[src/rtl/lsu_merge_pkg.sv]
package lsu_merge_pkg;

  localparam int WORD_W = 32;
  localparam int BYTE_W = 8;
  localparam int LANES  = WORD_W / BYTE_W;

  localparam logic [3:0] OP_LDB  = 4'd0;
  localparam logic [3:0] OP_LDBU = 4'd1;
  localparam logic [3:0] OP_LDH  = 4'd2;
  localparam logic [3:0] OP_LDHU = 4'd3;
  localparam logic [3:0] OP_LDW  = 4'd4;
  localparam logic [3:0] OP_STB  = 4'd5;
  localparam logic [3:0] OP_STH  = 4'd6;
  localparam logic [3:0] OP_STW  = 4'd7;
  localparam logic [3:0] OP_LDL  = 4'd8;
  localparam logic [3:0] OP_LDR  = 4'd9;
  localparam logic [3:0] OP_STL  = 4'd10;
  localparam logic [3:0] OP_STR  = 4'd11;

  typedef enum logic [1:0] {SZ_BYTE, SZ_HALF, SZ_WORD} accSize_e;
  typedef enum logic [1:0] {AK_PLAIN, AK_LEFT, AK_RIGHT} accKind_e;

  typedef struct packed {
    logic     access;
    logic     write;
    accSize_e size;
    accKind_e kind;
    logic     signExt;
  } lsuStrobe_t;

  // Byte b of a word, b = 0 is the most significant (big-endian offset 0).
  function automatic logic [BYTE_W-1:0] getByte(input logic [WORD_W-1:0] w, input int b);
    return w[BYTE_W*(LANES-1-b) +: BYTE_W];
  endfunction

endpackage

[src/rtl/lsu_merge_ctrl.sv]
module lsu_merge_ctrl
  import lsu_merge_pkg::*;
#(
  parameter int ADDR_W = 32
) (
  input  logic              reqValid,
  input  logic [3:0]        reqOp,
  input  logic [ADDR_W-1:0] reqAddr,
  output lsuStrobe_t        strobe,
  output logic              faultValid,
  output logic [ADDR_W-1:0] faultAddr
);

  lsuStrobe_t decoded;
  logic       known;
  logic       misaligned;

  always_comb begin
    decoded = '0;
    known   = 1'b1;
    decoded.access = 1'b1;
    unique case (reqOp)
      OP_LDB:  begin decoded.size = SZ_BYTE; decoded.signExt = 1'b1; end
      OP_LDBU: begin decoded.size = SZ_BYTE; end
      OP_LDH:  begin decoded.size = SZ_HALF; decoded.signExt = 1'b1; end
      OP_LDHU: begin decoded.size = SZ_HALF; end
      OP_LDW:  begin decoded.size = SZ_WORD; end
      OP_STB:  begin decoded.size = SZ_BYTE; decoded.write = 1'b1; end
      OP_STH:  begin decoded.size = SZ_HALF; decoded.write = 1'b1; end
      OP_STW:  begin decoded.size = SZ_WORD; decoded.write = 1'b1; end
      OP_LDL:  begin decoded.size = SZ_WORD; decoded.kind = AK_LEFT; end
      OP_LDR:  begin decoded.size = SZ_WORD; decoded.kind = AK_RIGHT; end
      OP_STL:  begin decoded.size = SZ_WORD; decoded.kind = AK_LEFT;  decoded.write = 1'b1; end
      OP_STR:  begin decoded.size = SZ_WORD; decoded.kind = AK_RIGHT; decoded.write = 1'b1; end
      default: begin decoded = '0; known = 1'b0; end
    endcase
  end

  always_comb begin
    misaligned = 1'b0;
    if (decoded.kind == AK_PLAIN) begin
      unique case (decoded.size)
        SZ_HALF: misaligned = reqAddr[0];
        SZ_WORD: misaligned = |reqAddr[1:0];
        default: misaligned = 1'b0;
      endcase
    end
  end

  assign faultValid = reqValid && known && misaligned;
  assign faultAddr  = reqAddr;
  assign strobe     = (reqValid && known && !misaligned) ? decoded : '0;

endmodule

[src/rtl/lsu_merge_dp.sv]
module lsu_merge_dp
  import lsu_merge_pkg::*;
#(
  parameter int ADDR_W = 32
) (
  input  logic              clk,
  input  logic              rstN,
  input  lsuStrobe_t        strobe,
  input  logic [ADDR_W-1:0] reqAddr,
  input  logic [WORD_W-1:0] reqStoreData,
  input  logic [WORD_W-1:0] reqRegOld,
  input  logic [WORD_W-1:0] memRdata,
  output logic              memValid,
  output logic              memWrite,
  output logic [ADDR_W-1:0] memAddr,
  output logic [LANES-1:0]  memByteEn,
  output logic [WORD_W-1:0] memWdata,
  output logic              rspValid,
  output logic [WORD_W-1:0] rspData
);

  localparam int OFF_W = $clog2(LANES);

  logic [LANES-1:0]  laneHit;
  logic [WORD_W-1:0] laneData;

  // Request side: lane selection and write data placement.
  always_comb begin
    int offI;
    logic [BYTE_W-1:0] srcByte;
    offI     = int'(reqAddr[OFF_W-1:0]);
    laneHit  = '0;
    laneData = '0;
    for (int b = 0; b < LANES; b++) begin
      logic hit;
      hit     = 1'b0;
      srcByte = '0;
      unique case (strobe.kind)
        AK_LEFT: if (b >= offI) begin
          hit = 1'b1; srcByte = getByte(reqStoreData, b - offI);
        end
        AK_RIGHT: if (b <= offI) begin
          hit = 1'b1; srcByte = getByte(reqStoreData, b + LANES - 1 - offI);
        end
        default: begin
          unique case (strobe.size)
            SZ_BYTE: if (b == offI) begin
              hit = 1'b1; srcByte = reqStoreData[BYTE_W-1:0];
            end
            SZ_HALF: begin
              if (b == offI) begin
                hit = 1'b1; srcByte = reqStoreData[2*BYTE_W-1:BYTE_W];
              end else if (b == offI + 1) begin
                hit = 1'b1; srcByte = reqStoreData[BYTE_W-1:0];
              end
            end
            default: begin
              hit = 1'b1; srcByte = getByte(reqStoreData, b);
            end
          endcase
        end
      endcase
      laneHit[LANES-1-b] = hit && strobe.access;
      laneData[BYTE_W*(LANES-1-b) +: BYTE_W] = (hit && strobe.write) ? srcByte : '0;
    end
  end

  assign memValid  = strobe.access;
  assign memWrite  = strobe.write;
  assign memAddr   = {reqAddr[ADDR_W-1:OFF_W], {OFF_W{1'b0}}};
  assign memByteEn = laneHit;
  assign memWdata  = laneData;

  // Response side: remember what the read needs for merging.
  accSize_e          rspSize;
  accKind_e          rspKind;
  logic              rspSext;
  logic [OFF_W-1:0]  rspOff;
  logic [WORD_W-1:0] rspOld;

  always_ff @(posedge clk or negedge rstN) begin
    if (!rstN) begin
      rspValid <= 1'b0;
      rspSize  <= SZ_BYTE;
      rspKind  <= AK_PLAIN;
      rspSext  <= 1'b0;
      rspOff   <= '0;
      rspOld   <= '0;
    end else begin
      rspValid <= strobe.access && !strobe.write;
      rspSize  <= strobe.size;
      rspKind  <= strobe.kind;
      rspSext  <= strobe.signExt;
      rspOff   <= reqAddr[OFF_W-1:0];
      rspOld   <= reqRegOld;
    end
  end

  always_comb begin
    int offR;
    logic [BYTE_W-1:0]   oneByte;
    logic [2*BYTE_W-1:0] oneHalf;
    offR    = int'(rspOff);
    rspData = '0;
    oneByte = getByte(memRdata, offR);
    oneHalf = {getByte(memRdata, offR), getByte(memRdata, (offR + 1) % LANES)};
    unique case (rspKind)
      AK_LEFT: begin
        for (int r = 0; r < LANES; r++)
          rspData[BYTE_W*(LANES-1-r) +: BYTE_W] =
            (r + offR <= LANES - 1) ? getByte(memRdata, r + offR) : getByte(rspOld, r);
      end
      AK_RIGHT: begin
        for (int r = 0; r < LANES; r++)
          rspData[BYTE_W*(LANES-1-r) +: BYTE_W] =
            (r >= LANES - 1 - offR) ? getByte(memRdata, r - (LANES - 1) + offR)
                                    : getByte(rspOld, r);
      end
      default: begin
        unique case (rspSize)
          SZ_BYTE: rspData = {{(WORD_W-BYTE_W){rspSext & oneByte[BYTE_W-1]}}, oneByte};
          SZ_HALF: rspData = {{(WORD_W-2*BYTE_W){rspSext & oneHalf[2*BYTE_W-1]}}, oneHalf};
          default: rspData = memRdata;
        endcase
      end
    endcase
  end

endmodule

[src/rtl/lsu_merge_unit.sv]
module lsu_merge_unit
  import lsu_merge_pkg::*;
#(
  parameter int ADDR_W = 32
) (
  input  logic              clk,
  input  logic              rstN,
  input  logic              reqValid,
  input  logic [3:0]        reqOp,
  input  logic [ADDR_W-1:0] reqAddr,
  input  logic [31:0]       reqStoreData,
  input  logic [31:0]       reqRegOld,
  input  logic [31:0]       memRdata,
  output logic              memValid,
  output logic              memWrite,
  output logic [ADDR_W-1:0] memAddr,
  output logic [3:0]        memByteEn,
  output logic [31:0]       memWdata,
  output logic              faultValid,
  output logic [ADDR_W-1:0] faultAddr,
  output logic              rspValid,
  output logic [31:0]       rspData
);

  lsuStrobe_t strobe;

  lsu_merge_ctrl #(.ADDR_W(ADDR_W)) u_ctrl (
    .reqValid  (reqValid),
    .reqOp     (reqOp),
    .reqAddr   (reqAddr),
    .strobe    (strobe),
    .faultValid(faultValid),
    .faultAddr (faultAddr)
  );

  lsu_merge_dp #(.ADDR_W(ADDR_W)) u_dp (
    .clk         (clk),
    .rstN        (rstN),
    .strobe      (strobe),
    .reqAddr     (reqAddr),
    .reqStoreData(reqStoreData),
    .reqRegOld   (reqRegOld),
    .memRdata    (memRdata),
    .memValid    (memValid),
    .memWrite    (memWrite),
    .memAddr     (memAddr),
    .memByteEn   (memByteEn),
    .memWdata    (memWdata),
    .rspValid    (rspValid),
    .rspData     (rspData)
  );

endmodule

[config.mk]
export PLATFORM = sky130hd
export DESIGN_NAME = lsu_merge_unit
export DESIGN_NICKNAME = d
export VERILOG_FILES = /design/src/rtl/lsu_merge_pkg.sv /design/src/rtl/lsu_merge_ctrl.sv /design/src/rtl/lsu_merge_dp.sv /design/src/rtl/lsu_merge_unit.sv
export SDC_FILE = /design/constraint.sdc
export NUM_CORES = 1
export LEC_CHECK = 0
export ABC_CLOCK_PERIOD_IN_PS = 9600
export BUFFER_PORTS_ARGS = -buffer_cell sky130_fd_sc_hd__buf_2
export CAP_MARGIN = 30
export CORE_MARGIN = 2
export CORE_UTILIZATION = 25
export CTS_CLUSTER_DIAMETER = 60
export DETAILED_ROUTE_END_ITERATION = 8
export PLACE_DENSITY = 0.47
export SETUP_SLACK_MARGIN = 0.1
export SLEW_MARGIN = 20
export SYNTH_ARGS = -nofsm -noshare
export SYNTH_HDL_FRONTEND = slang
export SYNTH_HIERARCHICAL = 1
export SYNTH_SLANG_ARGS = --single-unit
[constraint.sdc]
create_clock -name clk -period 9.6 [get_ports clk]
set_clock_uncertainty 0.15 [all_clocks]
set_input_delay 0.96 -clock clk [delete_from_list [all_inputs] [get_ports clk]]
set_output_delay 0.96 -clock clk [all_outputs]
set_load 0.05 [all_outputs]
Word-level counts from Yosys, hierarchy flattened --
Cells that the tools add are included.
Word-level totals: output and inout port bits 136, input port bits 135, flip-flop bits (word level) 40, word-level logic and storage cells 194
Cells by class: equal/unequal tests 25, multiplexer cells 74, reduce and logical (&&, ||, !) cells 29, shift operators 15, magnitude comparators 14, add/sub/neg operators 29, bitwise gates (word level) 2
Operators with widths (number):
- variable part select 32 x 32 -> 8 bit | 15
- subtractor 3 x 29 -> 29 bit, first input constant | 12
- two-way mux 8 bit | 30
- one-hot mux 32 bit (2 select lines) | 2
- one-hot mux 8 bit (2 select lines) | 8
- <= comparator 32 x 3 -> 1 bit, second input constant | 3
- == test 3 x 32 -> 1 bit, first input constant | 2
- >= comparator 3 x 32 -> 1 bit, first input constant | 2
- == test 2 x 32 -> 1 bit, first input constant | 1
- >= comparator 1 x 32 -> 1 bit, first input constant | 1
- >= comparator 2 x 32 -> 1 bit, first input constant | 1
- zero test 32 bit | 1
- two-way mux 1 bit | 22
- one-hot mux 1 bit (2 select lines) | 9
- == test 4 x 3 -> 1 bit, second input constant | 4
- == test 4 bit, second input constant | 4
- logical AND 1 bit | 12
- OR reduction 12 bit | 1
- subtractor 3 x 2 -> 4 bit, first input constant | 3
- == test 2 x 1 -> 1 bit, second input constant | 5
- OR reduction 2 bit | 5
- subtractor 2 x 2 -> 3 bit, first input constant | 3
- == test 4 x 2 -> 1 bit, second input constant | 2
- zero test 2 bit | 4
- 25 further kinds | 36

Longest topological paths before layout --
Gate-level depths: netlist (run 1).
depth in word-level cells 14, mapped depth 14, mapped depth without buffers 11

Cells and area by module --
The synthesis (run 1) kept the hierarchy.
Modules (own cells, without submodules):
- lsu_merge_dp | cells each 688, area an instance 6072.1 µm², sequential area each 1001.0 µm², times used 1
- lsu_merge_ctrl | cells each 60, area an instance 451.7 µm², sequential area each 0.0 µm², times used 1

Worst setup path before layout (run 1) --
OpenSTA, ideal clock, no wires.
path type input to output, from in reqOp[3], to out memWdata[24], slack 3108 ps, data required time 8490 ps, data arrival time 5382 ps, path buffers 1, stages on the path 12, path through and2b_1 > a21oi_2 > inv_1 > ha_1 > a21oi_2 > o41ai_4 > nor3_1 > buf_2 > inv_1 > nand2_1 > a221oi_1 > a2111oi_0
RTL lines:
- start: declaration | line lsu_merge_unit.sv:9 | input logic [3:0] reqOp,
- end: declaration | line lsu_merge_unit.sv:18 | output logic [31:0] memWdata,

==> results of run 1 <==
==> layout make-up <==
| class | count | share of cell area (%) |
|---|---|---|
| Multi-Input combinational cell | 548 | 63.6 |
| Timing Repair Buffer | 189 | 13.9 |
| Sequential cell | 40 | 13.8 |
| Tap cell | 335 | 5.77 |
| Clock buffer | 8 | 2.02 |
| Inverter | 16 | 0.827 |
| Antenna cell | 3 | 0.103 |
==> layer usage <==
metal  up-vias  track usage, %  wire length (um)  share of wire, %
met3        57            3.32              1830               7.1
met2       301            30.0             12400                48
li1       2942               -                 -                 -
met5         -               0                 0                 0
met4         0            6.03               716               2.8
met1      3262            24.0             11000                42
==> power groups by stage <==
stage / sequential, mW / combinational (mW) / clock [mW]
4_1_cts: 0.183 / 0.348 / 0.176
6_report: 0.182 / 0.354 / 0.170
5_1_grt: 0.183 / 0.377 / 0.187
3_3_place_gp: 0.186 / 0.348 / 0
2_1_floorplan: 0.184 / 0.314 / 0
3_5_place_dp: 0.186 / 0.346 / 0
==> synthesized netlist by cell type (5+ instances only) <==
library cell | count | share of area [%]
nand2b_1 | 20 | 1.9
clkbuf_1 | 45 | 2.6
a211o_1 | 10 | 1.3
a22oi_1 | 26 | 3.0
nand3b_1 | 8 | 0.92
nor2b_1 | 12 | 1.2
nand2_1 | 81 | 4.7
a21boi_0 | 5 | 0.58
a32oi_1 | 12 | 1.6
a21o_1 | 5 | 0.58
mux4_1 | 5 | 2.0
mux4_2 | 42 | 14
o2bb2ai_1 | 7 | 0.94
ha_1 | 19 | 3.6
o21ai_0 | 40 | 3.1
and2_1 | 6 | 0.58
a22o_1 | 8 | 1.1
buf_2 | 18 | 1.4
dfrtp_1 | 40 | 15
a211oi_1 | 9 | 1.0
nor3_1 | 11 | 0.84
a221oi_1 | 41 | 5.5
a221o_1 | 10 | 1.5
nor2_1 | 17 | 0.98
mux2_2 | 36 | 6.2
buf_4 | 70 | 8.1
a2111oi_0 | 7 | 0.94
buf_1 | 7 | 0.40
inv_1 | 15 | 0.86
nor4bb_1 | 9 | 1.4
a21oi_1 | 39 | 3.0
o22ai_1 | 14 | 1.3
==> flip-flops by register name (all words and copies together) (netlist names) <==
register / count
u_dp/rspKind: 2
u_dp/rspValid: 1
u_dp/rspOff: 2
u_dp/rspSext: 1
u_dp/rspSize: 2
u_dp/rspOld: 32
==> path summary, 6_finish.rpt <==
| path | cells past startpoint | start | to | slack (ns) |
|---|---|---|---|---|
| min | 1 | rstN | u_dp/rspOld[6]$_DFF_PN0_ | 0.39 |
| max | 12 | reqOp[3] | memWdata[31] | 3.71 |
| max in group asynchronous | 2 | rstN | u_dp/rspOff[0]$_DFF_PN0_ | 8.44 |
| min in group clk | 1 | reqRegOld[8] | u_dp/rspOld[8]$_DFF_PN0_ | 0.62 |
==> layout by cell type, fill, tap and decap left out, types with 12 or more instances in the layout <==
cell and count:
mux4_2 42, inv_1 15, a221oi_1 41, nand2_1 81, o21ai_0 40, a21oi_1 39
a32oi_1 12, dfrtp_1 39, buf_2 178, nor2b_1 12, nand2b_1 20, mux2_2 36
a22oi_1 26, o22ai_1 14, ha_1 19, nor2_1 16
==> logic make-up after synthesis <==
logic type               Yosys count
AO/OA/AOI/OAI                    255
AND/OR/NAND/NOR                  183
buffers and inverters            161
multiplexers                      88
flip-flops                        40
adder cells (fa/ha/maj)           19
other                              1
XOR/XNOR                           1
==> results.py, run 1 <==
metrics = {
    "synthesis": {
        "synth-simple-area-share_pct": 14.5,
        "synthArstFlopShare_pct": 100,
        "yosysSeqAreaShare_pct": 15.3,
        "synth_top_family_by_area": "compound AO/OA/AOI/OAI gates",
        "synth_edf_count": 0,
        "yosysUniqueCellTypes": 67,
        "syn_avg_cell_area_um2": 8.72,
        "synth_mux_area_share_pct": 23.6,
        "yosys_register_bits": 40,
        "synthCells": 748,
        "synthAdderAreaFrac_pct": 3.64,
        "synth_warnings": 6,
        "ys.flop_type": "dfrtp_1",
        "syn-cell-area_um2": 6520,
        "synth_compound_area_share_pct": 28.6,
        "synth-xor-area-share_pct": 0.134,
    },
    "run_status": {
        "status": "completed",
    },
    "route": {
        "vias": 6562,
        "drc": 0,
        "wl_per_cell_um": 22.7,
        "antenna_left": 0,
        "drt-total-wl_mm": 25.9,
        "drtPass1Iterations": 5,
        "viasPerCell": 5.76,
        "first_iter_violations": 667,
    },
    "floorplan": {
        "fp.dieH_um": 166,
        "ios": 271,
        "dieWidth_um": 166,
        "core_area_um2": 25800,
        "dieArea_um2": 27400,
        "row_count": 59,
        "initial_core_util_pct": 25.2,
    },
    "clocking": {
        "numCtsBuffers": 5,
        "cts.repair.resized": 0,
        "postCtsHoldBufs": 0,
        "cts_root_buf": "clkbuf_16",
        "clkTransAtPathRegs_ns": 0.06,
        "post_cts_buffers": 0,
        "cts.sinks": 40,
        "cts_tree": "yes",
        "h-tree-depth": 2,
        "cts_buffer_depth": 2,
    },
    "timing": {
        "hold_violations": 0,
        "fin_hold_ws_ns": 0.392,
        "relSlewSlack_pct": 30.5,
        "fin_ws_ns": 3.71,
        "tightest_slew_ns": 1.04,
        "tns_ns": 0,
        "post-route-min-period_ns": 5.89,
        "slew_violations": 0,
        "fmax_mhz": 170,
        "period_share_pct": 61.4,
        "rsz0062_at_grt": "false",
        "setup_viol": 0,
    },
    "critical_path": {
        "crit_slowest_cell": "a2111oi_0",
        "critPathMostFrequentCell": "buf_2",
        "critical_path.cell_chain": "buf_2 > and2b_1 > a21oi_2 > ha_1 > o41ai_4 > nor2_2 > buf_4 > or3b_1 > a31oi_1 > nand2_1 > a2111oi_0 > buf_2",
        "critical_path_class": "input pin to output pin",
        "critical_path_required_ns": 8.49,
        "crit_path_start_kind": "input pin",
        "worst_setup_path_end_kind": "output pin",
        "max_stage_delay_ns": 0.80,
        "path_buf_inv": 3,
        "arrival_ns": 4.78,
        "crit_path_max_fanout": 44,
        "critPathTopFamily": "compound AO/OA/AOI/OAI gates",
    },
    "global_routing": {
        "grt-ovfl-total": 0,
        "grt_max_degree": 48,
        "antenna_found_initial": 3,
        "grt_pass1_wl_mm": 38.2,
        "grt_usage_pct": 18.2,
        "grt_pass1_vias": 6271,
    },
    "pwr": {
        "power_uw": 706,
        "vdd_drop_max_mv": 0.0720,
        "switching_share_pct": 42.6,
        "p_int_uw": 405,
        "switchingPower_uw": 301,
        "clock_power_share_pct": 24.1,
        "leakage_nw": 3.01,
        "sequentialPowerShare_pct": 25.8,
        "combPwrFrac_pct": 50.2,
        "p_per_area_nw_per_um2": 97.2,
    },
    "final_layout": {
        "utilization_pct": 28.1,
        "fill_cells": 2794,
        "drive_gt1_share_pct": 35.7,
        "fin_nets": 954,
        "final_area_um2": 7260,
        "register_area_um2": 1000,
        "instances_no_fill": 1139,
        "multiInputGateArea_um2": 4620,
        "syn2layout_area_growth_pct": 11.4,
    },
    "job": {
        "drv_cap": 0,
    },
    "placed_design": {
        "pre_cts_slack_ns": 3.70,
        "place.gp.congestion": 0.885,
        "hpwlAfterDp_mm": 18.7,
        "post_dp_cell_area_um2": 7040,
        "io_buffers": 178,
        "dp.cells": 1124,
    },
    "hold_path": {
        "hold_path.class": "input pin to asynchronous set/reset pin",
    },
}
No activity file was read; power rests on OpenSTA's default activity.
==> run 2, diff against run 1 <==
Settings changed: ABC_AREA set to 1, ABC_CLOCK_PERIOD_IN_PS 9600 to 5700, PLACE_DENSITY 0.47 to 0.46.
Clock period 9.6 ns to 5.7 ns, I/O delays scaled along.
==> results.py, run 2 <==
metrics = {
    "run_status": {
        "status": "completed",
    },
    "final_layout": {
        "final_common_cell": "nand2_1",
        "utilization_pct": 27.7,
        "largest_register": "u_dp/rspOld",
        "fin_nets": 1625,
        "syn2layout_area_growth_pct": 9.08,
        "instances_no_fill": 1863,
        "drive_gt1_share_pct": 16.5,
        "largest_reg_flops": 32,
        "final_cell_mix": "nand2_1 (555), nand3_1 (213), buf_2 (178), nor2_1 (127), a21oi_1 (98)",
    },
    "route": {
        "wl_per_cell_um": 17.7,
        "viasPerCell": 5.09,
        "drtPass1Iterations": 7,
        "vias": 9476,
        "antenna_left": 0,
        "first_iter_violations": 950,
        "drt-total-wl_mm": 33.0,
        "drc": 0,
    },
    "synthesis": {
        "synth_warnings": 6,
        "netlist_top_cells_area": "nand2_1 (28%), nand3_1 (14%), dfrtp_1 (13%)",
        "synth-simple-area-share_pct": 53.2,
        "yosysSeqAreaShare_pct": 13.3,
        "synthArstFlopShare_pct": 100,
        "synth-xor-area-share_pct": 0,
        "yosysMostFrequentCell": "nand2_1",
        "synth_top_family_by_area": "simple AND/OR/NAND/NOR gates",
        "synthCells": 1415,
        "synth_compound_area_share_pct": 12.1,
        "synth_edf_count": 0,
        "ys.flop_type": "dfrtp_1",
        "synth.top_cell.area_share_pct": 27.6,
        "synthAdderAreaFrac_pct": 3.15,
        "ys_top_cells_by_count": "nand2_1 (555), nand3_1 (213), nor2_1 (127)",
        "yosys_register_bits": 40,
        "synth_area_leader_cell": "nand2_1",
        "syn-cell-area_um2": 7540,
        "yosysUniqueCellTypes": 36,
        "syn_avg_cell_area_um2": 5.33,
        "synth_mux_area_share_pct": 0,
    },
    "floorplan": {
        "dieWidth_um": 178,
        "row_count": 63,
        "core_area_um2": 29600,
        "dieArea_um2": 31600,
        "initial_core_util_pct": 25.4,
        "fp.dieH_um": 178,
        "ios": 271,
    },
    "clocking": {
        "cts_tree": "yes",
        "cts.repair.resized": 0,
        "post_cts_buffers": 0,
        "cts_root_buf": "clkbuf_16",
        "postCtsHoldBufs": 0,
        "h-tree-depth": 2,
        "cts_buffer_depth": 2,
        "clkTransAtPathRegs_ns": 0.06,
        "cts.sinks": 40,
        "numCtsBuffers": 5,
    },
    "global_routing": {
        "grt_max_degree": 57,
        "grt-ovfl-total": 0,
        "grt_util_met2_pct": 35.7,
        "use_met1_pct": 26.0,
        "grt_pass1_vias": 8774,
        "grt_usage_pct": 20.3,
        "grt_util_met3_pct": 2.04,
        "grt_pass1_wl_mm": 49.5,
        "antenna_found_initial": 1,
        "gr-max-usage-layer": "met2",
    },
    "pwr": {
        "p_per_area_nw_per_um2": 151,
        "sequentialPowerShare_pct": 24.4,
        "vdd_drop_max_mv": 0.0930,
        "p_int_uw": 643,
        "clock_power_share_pct": 23.6,
        "leakage_nw": 4.71,
        "switching_share_pct": 48.3,
        "combPwrFrac_pct": 52.0,
        "switchingPower_uw": 601,
    },
    "hold_path": {
        "hold_path.class": "input pin to asynchronous set/reset pin",
    },
    "timing": {
        "fmax_mhz": 227,
        "fin_ws_ns": 1.29,
        "tns_ns": 0,
        "hold_violations": 0,
        "rsz0062_at_grt": "false",
        "tightest_slew_ns": 0.950,
        "fin_hold_ws_ns": 0.0430,
        "setup_viol": 0,
        "relSlewSlack_pct": 36.6,
        "post-route-min-period_ns": 4.41,
        "slew_violations": 0,
        "period_share_pct": 77.4,
    },
    "critical_path": {
        "critPathTopFamily": "simple AND/OR/NAND/NOR gates",
        "critical_path.cell_chain": "buf_2 > nor2_2 > nand3_2 > nand2_2 > inv_1 > ha_1 > inv_1 > nand4_2 > nand2_2 > nor2_2 > nor2_4 > nand2_1 > nand3_2 > a21boi_4 > nand2_1 > nor2_1 > buf_2",
        "worst_setup_path_end_kind": "output pin",
        "critical_path_required_ns": 4.98,
        "crit_path_start_kind": "input pin",
        "crit_slowest_cell": "nor2_2",
        "arrival_ns": 3.69,
        "max_stage_delay_ns": 0.60,
        "path_buf_inv": 4,
        "critical_path_class": "input pin to output pin",
        "crit_path_max_fanout": 22,
    },
    "placed_design": {
        "io_buffers": 178,
        "pre_cts_slack_ns": 1.31,
        "dp.cells": 1854,
        "place.gp.congestion": 0.940,
        "hpwlAfterDp_mm": 24.8,
    },
    "job": {
        "drv_cap": 0,
    },
}
[run 2: worst paths after layout]
| path | from | to | slack (ns) | cells past startpoint |
|---|---|---|---|---|
| max | reqOp[3] | memWdata[0] | 1.29 | 17 |
| min | rstN | u_dp/rspOld[19]$_DFF_PN0_ | 0.04 | 1 |
| min in group clk | reqRegOld[16] | u_dp/rspOld[16]$_DFF_PN0_ | 0.23 | 1 |
| max in group asynchronous | rstN | u_dp/rspOld[2]$_DFF_PN0_ | 4.88 | 2 |
[run 2: cell type report]
type | instances | area, um2
diodes | 1 | 2.50
clock buffers | 7 | 143
clock inverters | 1 | 7.51
fillers | 3591 | 21400
inverters | 103 | 399
multi-input cells | 1131 | 5170
flip-flops and latches | 40 | 1000
well taps | 390 | 488
repair buffers | 190 | 1010
[run 2: power groups by stage]
stage          Sequential (mW)  Clock (mW)  Combinational [mW]
3_5_place_dp             0.309           0               0.639
4_1_cts                  0.304       0.305               0.641
2_1_floorplan            0.309           0               0.558
6_report                 0.304       0.294               0.647
3_3_place_gp             0.309           0               0.640
5_1_grt                  0.305       0.318               0.706
[run 2: cell families (layout without fill, tap and decap cells)]
logic type	Yosys count	in the layout
simple gates	938	938
buf+inv	245	301
compound gates	172	172
flops	40	40
fa+ha+maj	19	19
other cells	1	3
[run 2: metal layers]
metal | wire length [um] | up-vias
li1 | - | 4569
met1 | 13500 | 4402
met2 | 16300 | 454
met3 | 2340 | 51
met4 | 904 | 0
met5 | 0 | -
[run 2: per-stage QoR]
step | power [mW] | cell area, um2
floorplan | 0.867 | 7540
global placement | 0.949 | 8020
detailed placement | 0.948 | 8070
CTS | 1.25 | 8220
global route | 1.33 | 8220
finish | 1.24 | 8220
==> run 3, diff against run 2 <==
Settings changed: ABC_CLOCK_PERIOD_IN_PS 5700 to 4600.
Clock period 5.7 ns to 4.6 ns, I/O delays scaled along.
==> results.py, run 3 (synthesis gave the netlist of run 2 again) <==
metrics = {
    "critical_path": {
        "path_buf_inv": 7,
        "crit_path_start_kind": "input pin",
        "critPathTopFamily": "simple AND/OR/NAND/NOR gates",
        "max_stage_delay_ns": 0.49,
        "arrival_ns": 3.40,
        "worst_setup_path_end_kind": "output pin",
        "critical_path.cell_chain": "buf_2 > inv_2 > nor2_2 > nand3_2 > nand2_2 > inv_1 > ha_1 > inv_1 > nand4_2 > nand2_2 > nor2_1 > buf_4 > inv_2 > nor2_4 > o21ai_0 > o21ai_0 > nand2_1 > nand2_1 > nor2_1 > buf_2",
        "crit_path_max_fanout": 22,
        "critical_path_class": "input pin to output pin",
        "crit_slowest_cell": "o21ai_0",
        "critical_path_required_ns": 3.99,
    },
    "timing": {
        "setup_viol": 0,
        "relSlewSlack_pct": 40.0,
        "tns_ns": 0,
        "slew_violations": 0,
        "post-route-min-period_ns": 4.01,
        "fin_hold_ws_ns": -0.0105,
        "rsz0062_at_grt": "false",
        "fmax_mhz": 249,
        "hold_violations": 20,
        "tightest_slew_ns": 0.900,
        "period_share_pct": 87.3,
    },
    "floorplan": {
        "ios": 271,
        "dieArea_um2": 31600,
        "dieWidth_um": 178,
        "row_count": 63,
        "initial_core_util_pct": 25.4,
        "core_area_um2": 29600,
        "fp.dieH_um": 178,
    },
    "pwr": {
        "leakage_nw": 4.78,
        "vdd_drop_max_mv": 0.147,
        "p_per_area_nw_per_um2": 192,
    },
    "run_status": {
        "violations": "negative hold slack",
        "status": "complete, but fails checks",
    },
    "route": {
        "wl_per_cell_um": 18.4,
        "drc": 0,
        "first_iter_violations": 853,
        "vias": 9654,
        "antenna_left": 0,
        "drt-total-wl_mm": 34.5,
        "viasPerCell": 5.15,
        "drtPass1Iterations": 7,
    },
    "final_layout": {
        "largest_reg_flops": 32,
        "utilization_pct": 28.0,
        "fin_nets": 1636,
        "syn2layout_area_growth_pct": 10.2,
        "drive_gt1_share_pct": 17.1,
        "final_cell_mix": "nand2_1 (555), nand3_1 (213), buf_2 (178), nor2_1 (127), a21oi_1 (98)",
        "instances_no_fill": 1875,
        "largest_register": "u_dp/rspOld",
        "final_common_cell": "nand2_1",
    },
    "placed_design": {
        "hpwlAfterDp_mm": 26.3,
        "place.gp.congestion": 1.00,
        "io_buffers": 178,
        "dp.cells": 1864,
    },
    "global_routing": {
        "antenna_found_initial": 2,
        "grt_max_degree": 41,
        "grt_usage_pct": 21.3,
        "grt_pass1_wl_mm": 51.7,
        "grt-ovfl-total": 0,
        "grt_pass1_vias": 9172,
    },
    "clocking": {
        "numCtsBuffers": 5,
        "cts_tree": "yes",
        "cts.repair.resized": 0,
        "cts_buffer_depth": 2,
        "cts_root_buf": "clkbuf_16",
        "postCtsHoldBufs": 0,
        "post_cts_buffers": 0,
        "h-tree-depth": 2,
        "cts.sinks": 40,
        "clkTransAtPathRegs_ns": 0.06,
    },
    "job": {
        "drv_cap": 0,
    },
    "hold_path": {
        "hold_path.class": "input pin to asynchronous set/reset pin",
    },
}
run 3: final cells by class:
type                    instances  area, um2
inverters                     103        399
multi-input cells            1131       5170
well taps                     390        488
flip-flops and latches         40       1000
clock inverters                 2       35.0
clock buffers                   6        129
repair buffers                201       1080
fillers                      3578      21300
diodes                          2       5.00
run 3: worst paths after layout:
check	from	endpoint	slack [ns]	depth (start not counted)
worst max-delay path	reqOp[2]	memWdata[16]	0.59	20
worst min-delay path	rstN	u_dp/rspOld[31]$_DFF_PN0_	-0.01	1
max in group asynchronous	rstN	u_dp/rspKind[0]$_DFF_PN0_	3.82	2
min in group clk	reqRegOld[21]	u_dp/rspOld[21]$_DFF_PN0_	0.12	1
run 3: where the power goes:
group          switching [mW]  internal [mW]
logic                   0.602          0.217
clock network           0.142          0.255
registers              0.0105          0.369
run 3: metal layers:
metal | GRT usage [%] | part of all wire (%) | vias up
met5 | 0 | 0 | -
met1 | 26.3 | 39 | 4466
met4 | 9.26 | 4.3 | 0
met3 | 2.23 | 7.9 | 75
li1 | - | - | 4597
met2 | 37.1 | 48 | 516
run 3: metrics by stage:
stage | area (um2) | worst slack [ns] | total power, mW | hold slack, ns
after detailed placement | 8110 | 0.711 | 1.19 | 0.420
after global placement | 8110 | 0.767 | 1.20 | 0.418
after global routing | 8310 | 0.343 | 1.70 | 0.0276
final | 8310 | 0.586 | 1.60 | -0.0105
after CTS | 8280 | 0.697 | 1.60 | 0.116
after floorplan | 7540 | 1.17 | 1.07 | 0.0144
